$ cat src/rtl/sp24_pkg.sv
package sp24_pkg;
    parameter int unsigned VAL_W  = 8;
    parameter int unsigned ACC_W  = 32;
    parameter int unsigned LANES  = 4;
    parameter int unsigned KEEP   = 2;
    localparam int unsigned IDX_W  = $clog2(LANES);
    localparam int unsigned PROD_W = 2 * VAL_W;

    typedef logic signed [VAL_W-1:0]  val_t;
    typedef logic [IDX_W-1:0]         idx_t;
    typedef logic signed [PROD_W-1:0] prod_t;
    typedef logic signed [ACC_W-1:0]  acc_t;

    typedef struct packed {
        logic [KEEP-1:0][VAL_W-1:0]  wgt;
        logic [KEEP-1:0][IDX_W-1:0]  idx;
        logic [LANES-1:0][VAL_W-1:0] act;
        logic                        last;
    } beat_t;

    // Indices must rise strictly from slot to slot.
    function automatic logic meta_legal(input logic [KEEP-1:0][IDX_W-1:0] ix);
        logic ok;
        ok = 1'b1;
        for (int s = 1; s < KEEP; s++) begin
            if (ix[s] <= ix[s-1]) ok = 1'b0;
        end
        return ok;
    endfunction
endpackage

$ cat src/rtl/sp24_select.sv
module sp24_select
    import sp24_pkg::*;
(
    input  logic [LANES-1:0][VAL_W-1:0] act,
    input  logic [KEEP-1:0][IDX_W-1:0]  idx,
    output logic [KEEP-1:0][VAL_W-1:0]  pick
);
    for (genvar s = 0; s < KEEP; s++) begin : g_slot
        always_comb begin
            pick[s] = '0;
            for (int l = 0; l < LANES; l++) begin
                if (idx[s] == IDX_W'(l)) pick[s] = act[l];
            end
        end
    end
endmodule

$ cat src/rtl/sp24_macpair.sv
module sp24_macpair
    import sp24_pkg::*;
(
    input  logic [KEEP-1:0][VAL_W-1:0] wgt,
    input  logic [KEEP-1:0][VAL_W-1:0] pick,
    input  logic                       legal,
    output acc_t                       term
);
    prod_t prod [KEEP];

    for (genvar s = 0; s < KEEP; s++) begin : g_mul
        assign prod[s] = $signed(wgt[s]) * $signed(pick[s]);
    end

    always_comb begin
        term = '0;
        if (legal) begin
            for (int s = 0; s < KEEP; s++) begin
                term = term + acc_t'(prod[s]);
            end
        end
    end
endmodule

$ cat src/rtl/sp24_accum.sv
module sp24_accum
    import sp24_pkg::*;
(
    input  logic clk,
    input  logic rst,
    input  logic take,
    input  logic close,
    input  acc_t term,
    output logic res_valid,
    output acc_t res_sum
);
    acc_t run_q;
    acc_t run_next;

    assign run_next = run_q + term;

    always_ff @(posedge clk) begin
        if (rst) begin
            run_q     <= '0;
            res_valid <= 1'b0;
            res_sum   <= '0;
        end else begin
            res_valid <= take && close;
            if (take) begin
                if (close) begin
                    res_sum <= run_next;
                    run_q   <= '0;
                end else begin
                    run_q   <= run_next;
                end
            end
        end
    end
endmodule

$ cat src/rtl/sp24_dot.sv
module sp24_dot
    import sp24_pkg::*;
(
    input  logic                     clk,
    input  logic                     rst,
    input  logic                     grp_valid,
    output logic                     grp_ready,
    input  logic [KEEP*VAL_W-1:0]    grp_wgt,
    input  logic [KEEP*IDX_W-1:0]    grp_idx,
    input  logic [LANES*VAL_W-1:0]   grp_act,
    input  logic                     grp_last,
    output logic                     res_valid,
    output logic [ACC_W-1:0]         res_sum,
    output logic                     meta_err
);
    beat_t                      beat;
    logic [KEEP-1:0][VAL_W-1:0] pick;
    logic                       legal;
    logic                       take;
    acc_t                       term;
    acc_t                       sum_q;

    assign beat.wgt  = grp_wgt;
    assign beat.idx  = grp_idx;
    assign beat.act  = grp_act;
    assign beat.last = grp_last;

    assign legal = meta_legal(beat.idx);
    assign take  = grp_valid && grp_ready;

    always_ff @(posedge clk) begin
        if (rst) begin
            grp_ready <= 1'b0;
            meta_err  <= 1'b0;
        end else begin
            grp_ready <= 1'b1;
            if (take && !legal) meta_err <= 1'b1;
        end
    end

    sp24_select u_sel (
        .act  (beat.act),
        .idx  (beat.idx),
        .pick (pick)
    );

    sp24_macpair u_mac (
        .wgt   (beat.wgt),
        .pick  (pick),
        .legal (legal),
        .term  (term)
    );

    sp24_accum u_acc (
        .clk       (clk),
        .rst       (rst),
        .take      (take),
        .close     (beat.last),
        .term      (term),
        .res_valid (res_valid),
        .res_sum   (sum_q)
    );

    assign res_sum = sum_q;
endmodule

$ cat config.mk
export PLATFORM = sky130hd
export DESIGN_NAME = sp24_dot
export DESIGN_NICKNAME = d
export VERILOG_FILES = /design/src/rtl/sp24_pkg.sv /design/src/rtl/sp24_select.sv /design/src/rtl/sp24_macpair.sv /design/src/rtl/sp24_accum.sv /design/src/rtl/sp24_dot.sv
export SDC_FILE = /design/constraint.sdc
export NUM_CORES = 1
export LEC_CHECK = 0
export BUFFER_PORTS_ARGS = -buffer_cell sky130_fd_sc_hd__buf_2
export CELL_PAD_IN_SITES_DETAIL_PLACEMENT = 2
export CELL_PAD_IN_SITES_GLOBAL_PLACEMENT = 2
export CORE_ASPECT_RATIO = 2
export CORE_MARGIN = 2
export CORE_UTILIZATION = 39
export DETAILED_ROUTE_END_ITERATION = 12
export GPL_TIMING_DRIVEN = 1
export HOLD_SLACK_MARGIN = 0.03
export PLACE_DENSITY_LB_ADDON = 0.2
export SETUP_SLACK_MARGIN = 0.4
export SYNTH_ARGS = -nofsm -noshare
export SYNTH_HDL_FRONTEND = slang
export SYNTH_SLANG_ARGS = --single-unit
$ cat constraint.sdc
create_clock -name clk -period 12.55 [get_ports clk]
set_clock_uncertainty 0.05 [all_clocks]
set_input_delay 1.8825 -clock clk [delete_from_list [all_inputs] [get_ports clk]]
set_output_delay 1.8825 -clock clk [all_outputs]
set_load 0.005 [all_outputs]
==> impl_metrics.csv <==
group,metric,value,unit
yosys,synthesis.nets,1369,
yosys,syn_inst,1083,
critical_path,required,12.79,ns
critical_path,worstSetupPathType,"input pin to flop",
yosys,yosys.area.top_type,"fa_1",
yosys,synth_top_family_by_area,"adder cells",
critical_path,reg2reg_to,"u_acc.res_sum[28]",
global_route,globalRouteTotalUtil,25.4,%
floorplan,dieHeight,229,um
cts,cts_resized,0,
floorplan,die-area,26600,sq um
yosys,yosysMostFrequentCell,"inv_1",
floorplan,io-pin-count,91,
min_path,worstHoldStart,"u_acc.res_sum[1]",
global_route,antenna_found_initial,0,
drt,drt-total-wl,31400,um
global_route,grt_pass1_vias,9747,
job,maxCapViolations,0,
layout,fin_nets,1445,
drt,via_per_inst,5.39,
sta,max_slew_margin,40.6,%
critical_path,rrSetupSlack,9.43,ns
sta,finalSetupViolations,0,
drt,highest_layer,"met4",
drt,wire_per_inst,20.9,um
drt,drtAntennaViolNets,0,
min_path,holdPathStages,2,
yosys,synthSimpleGateAreaFrac,17.4,%
drt,first_pass_iters,4,
status,status,"finished clean",
yosys,synth.avg_cell_area,9.08,sq um
yosys,synth_edf_count,0,
drt,wl_met2,18700,um
yosys,synthFlopType,"dfxtp_1",
drt,drtIter0Drc,164,
cts,clock_sinks,67,
cts,tritoncts,"yes",
yosys,synth_compound_area_share,13.3,%
floorplan,die_width,116,um
sta,layout_min_cycle_time,10.68,ns
critical_path,crit_path_frequent_cell,"fa_1",
sta,worst_pin_slew,0.886,ns
yosys,ys_ff_latch,67,
yosys,ys_seq_area_share,13.6,%
layout,drive_gt1_share,12.6,%
floorplan,core-area,24900,sq um
drt,drc,0,
min_path,worstHoldPathType,"flop to flop",
floorplan,fp-row-count,82,
yosys,netlist_area,9830,sq um
critical_path,crit_slowest_cell,"mux4_2",
critical_path,rr_startpoint,"u_acc.run_q[0]",
yosys,synth_warnings,0,
global_route,grt_max_degree,70,
layout,multi_input_area,7710,sq um
drt,wl_met3,683,um
layout,n_fill_cell,2800,
cts,path_clk_slew,0.06,ns
sta,tns,0,ns
global_route,gr-total-overflow,0,
yosys,synthDistinctLibCells,67,
yosys,synthArstFlopShare,0,%
drt,vias,8078,
yosys,synth.top_cell.area_share,29.3,%
critical_path,cp_max_fo,16,
cts,clk_latency,0.36,ns
placed_design,gp_congestion,0.859,
cts,postCtsSetupBuffers,0,
cts,numCtsBuffers,9,
layout,antenna_cells,0,
critical_path,crit_path_max_incr_delay,0.68,ns
cts,ctsHoldBuffers,0,
critical_path,endpoint_kind,"flop",
layout,register_area,1340,sq um
sta,max_freq,93.6,MHz
critical_path,cp.arrival,10.92,ns
sta,hold_violations,0,
sta,timing.final.max_slew_violations,0,
critical_path,start_kind,"input pin",
global_route,grt_pass1_wl,51800,um
layout,syn_to_final_growth,10.9,%
placed_design,hpwlAfterDp,26600,um
floorplan,start_util,39.4,%
min_path,hold-path-endpoint,"u_acc.res_sum[1]",
yosys,synth-xor-area-share,3.83,%
sta,finalCritPeriodShare,85.1,%
critical_path,r2r_cells,10,
placed_design,io_buffers,90,
yosys,synthTopCellsByArea,"fa_1 (29%), dfxtp_1 (14%), ha_1 (11%)",
cts,cts_max_level,3,
cts,clockBufferDepth,2,
yosys,synthTopCellsByCount,"inv_1 (166), fa_1 (144), nand2_1 (108)",
cts,cts_root_buffer,"clkbuf_16",
yosys,muxShareOfSynthArea,3.64,%
drt,wl_met1,10600,um
sta,rsz0062_at_grt,"false",
yosys,synth-adder-area-share,40.3,%
## metal layers
layer | global-route usage, % | up-vias
li1 | - | 3728
met1 | 25.3 | 4120
met2 | 50.8 | 157
met3 | 2.20 | 73
met4 | 11.1 | 0
met5 | 0 | -
## cell type report
cell class                 count  share of cell area [%]
sequential                    67                    12.3
inverter                     167                    5.75
tap                          336                    3.86
timing repair buffer          96                    4.55
multi-input combinational    818                    70.8
clock buffer                   9                    2.07
clock inverter                 7                   0.712
## worst max-delay path, delay by kind of cell
family          cells  cell delay, ns
mux                 1            0.68
simple gates        3            1.01
compound gates      9            2.25
xor+xnor            2            0.32
fa+ha+maj           8            4.07
buf+inv             6            0.69
## state kept, by name (all words and copies together), names as in the netlist
signal and flops:
u_acc.run_q 32, meta_err 1, u_acc.res_sum 32, grp_ready 1, u_acc.res_valid 1
## layout by cell type, fill, tap and decap left out, types with 9 or more instances in the layout
master	netlist	layout
xnor2_1	25	25
xor2_1	18	18
a21o_1	14	14
nor2_1	67	67
o21a_1	14	14
buf_2	0	90
nand2_1	108	108
o211ai_1	11	11
and2_1	79	79
o21ai_0	18	18
a211oi_1	9	9
inv_1	166	166
nand3_1	27	27
clkbuf_16	0	9
fa_1	144	144
a22oi_1	17	17
a21oi_1	57	57
mux4_2	14	14
ha_1	86	86
dfxtp_1	67	67
## kinds of logic (layout without fill, tap and decap cells)
logic type | count (synthesis) | after routing
AND/OR/NAND/NOR | 342 | 342
adder cells (fa/ha/maj) | 230 | 230
buffers and inverters | 198 | 279
AO/OA/AOI/OAI | 185 | 185
flip-flops | 67 | 67
XOR/XNOR | 43 | 43
multiplexers | 18 | 18
## worst max-delay path by stage
stage / startpoint / endpoint
floorplan: grp_idx[2] / u_acc.res_sum[31]
global placement: grp_idx[2] / u_acc.res_sum[27]
detailed placement: grp_idx[0] / u_acc.res_sum[31]
CTS: grp_idx[0] / u_acc.res_sum[31]
global route: grp_idx[0] / u_acc.run_q[31]
finish: grp_idx[0] / u_acc.res_sum[31]
## metrics by stage
step	worst slack [ns]	hold slack (ns)	area, sq um	std cells	utilization, %
after floorplan	2.34	0.397	9830	1083	-
after global placement	1.61	0.393	10600	1484	42.5
after detailed placement	1.41	0.398	10600	1484	42.5
after CTS	1.78	0.407	10900	1500	43.7
after global routing	1.36	0.435	10900	1500	43.7
final	1.87	0.403	10900	1500	43.7
Power is not shown: default switching activity piles up to over one toggle a cycle in this logic, so the estimate is an artifact.
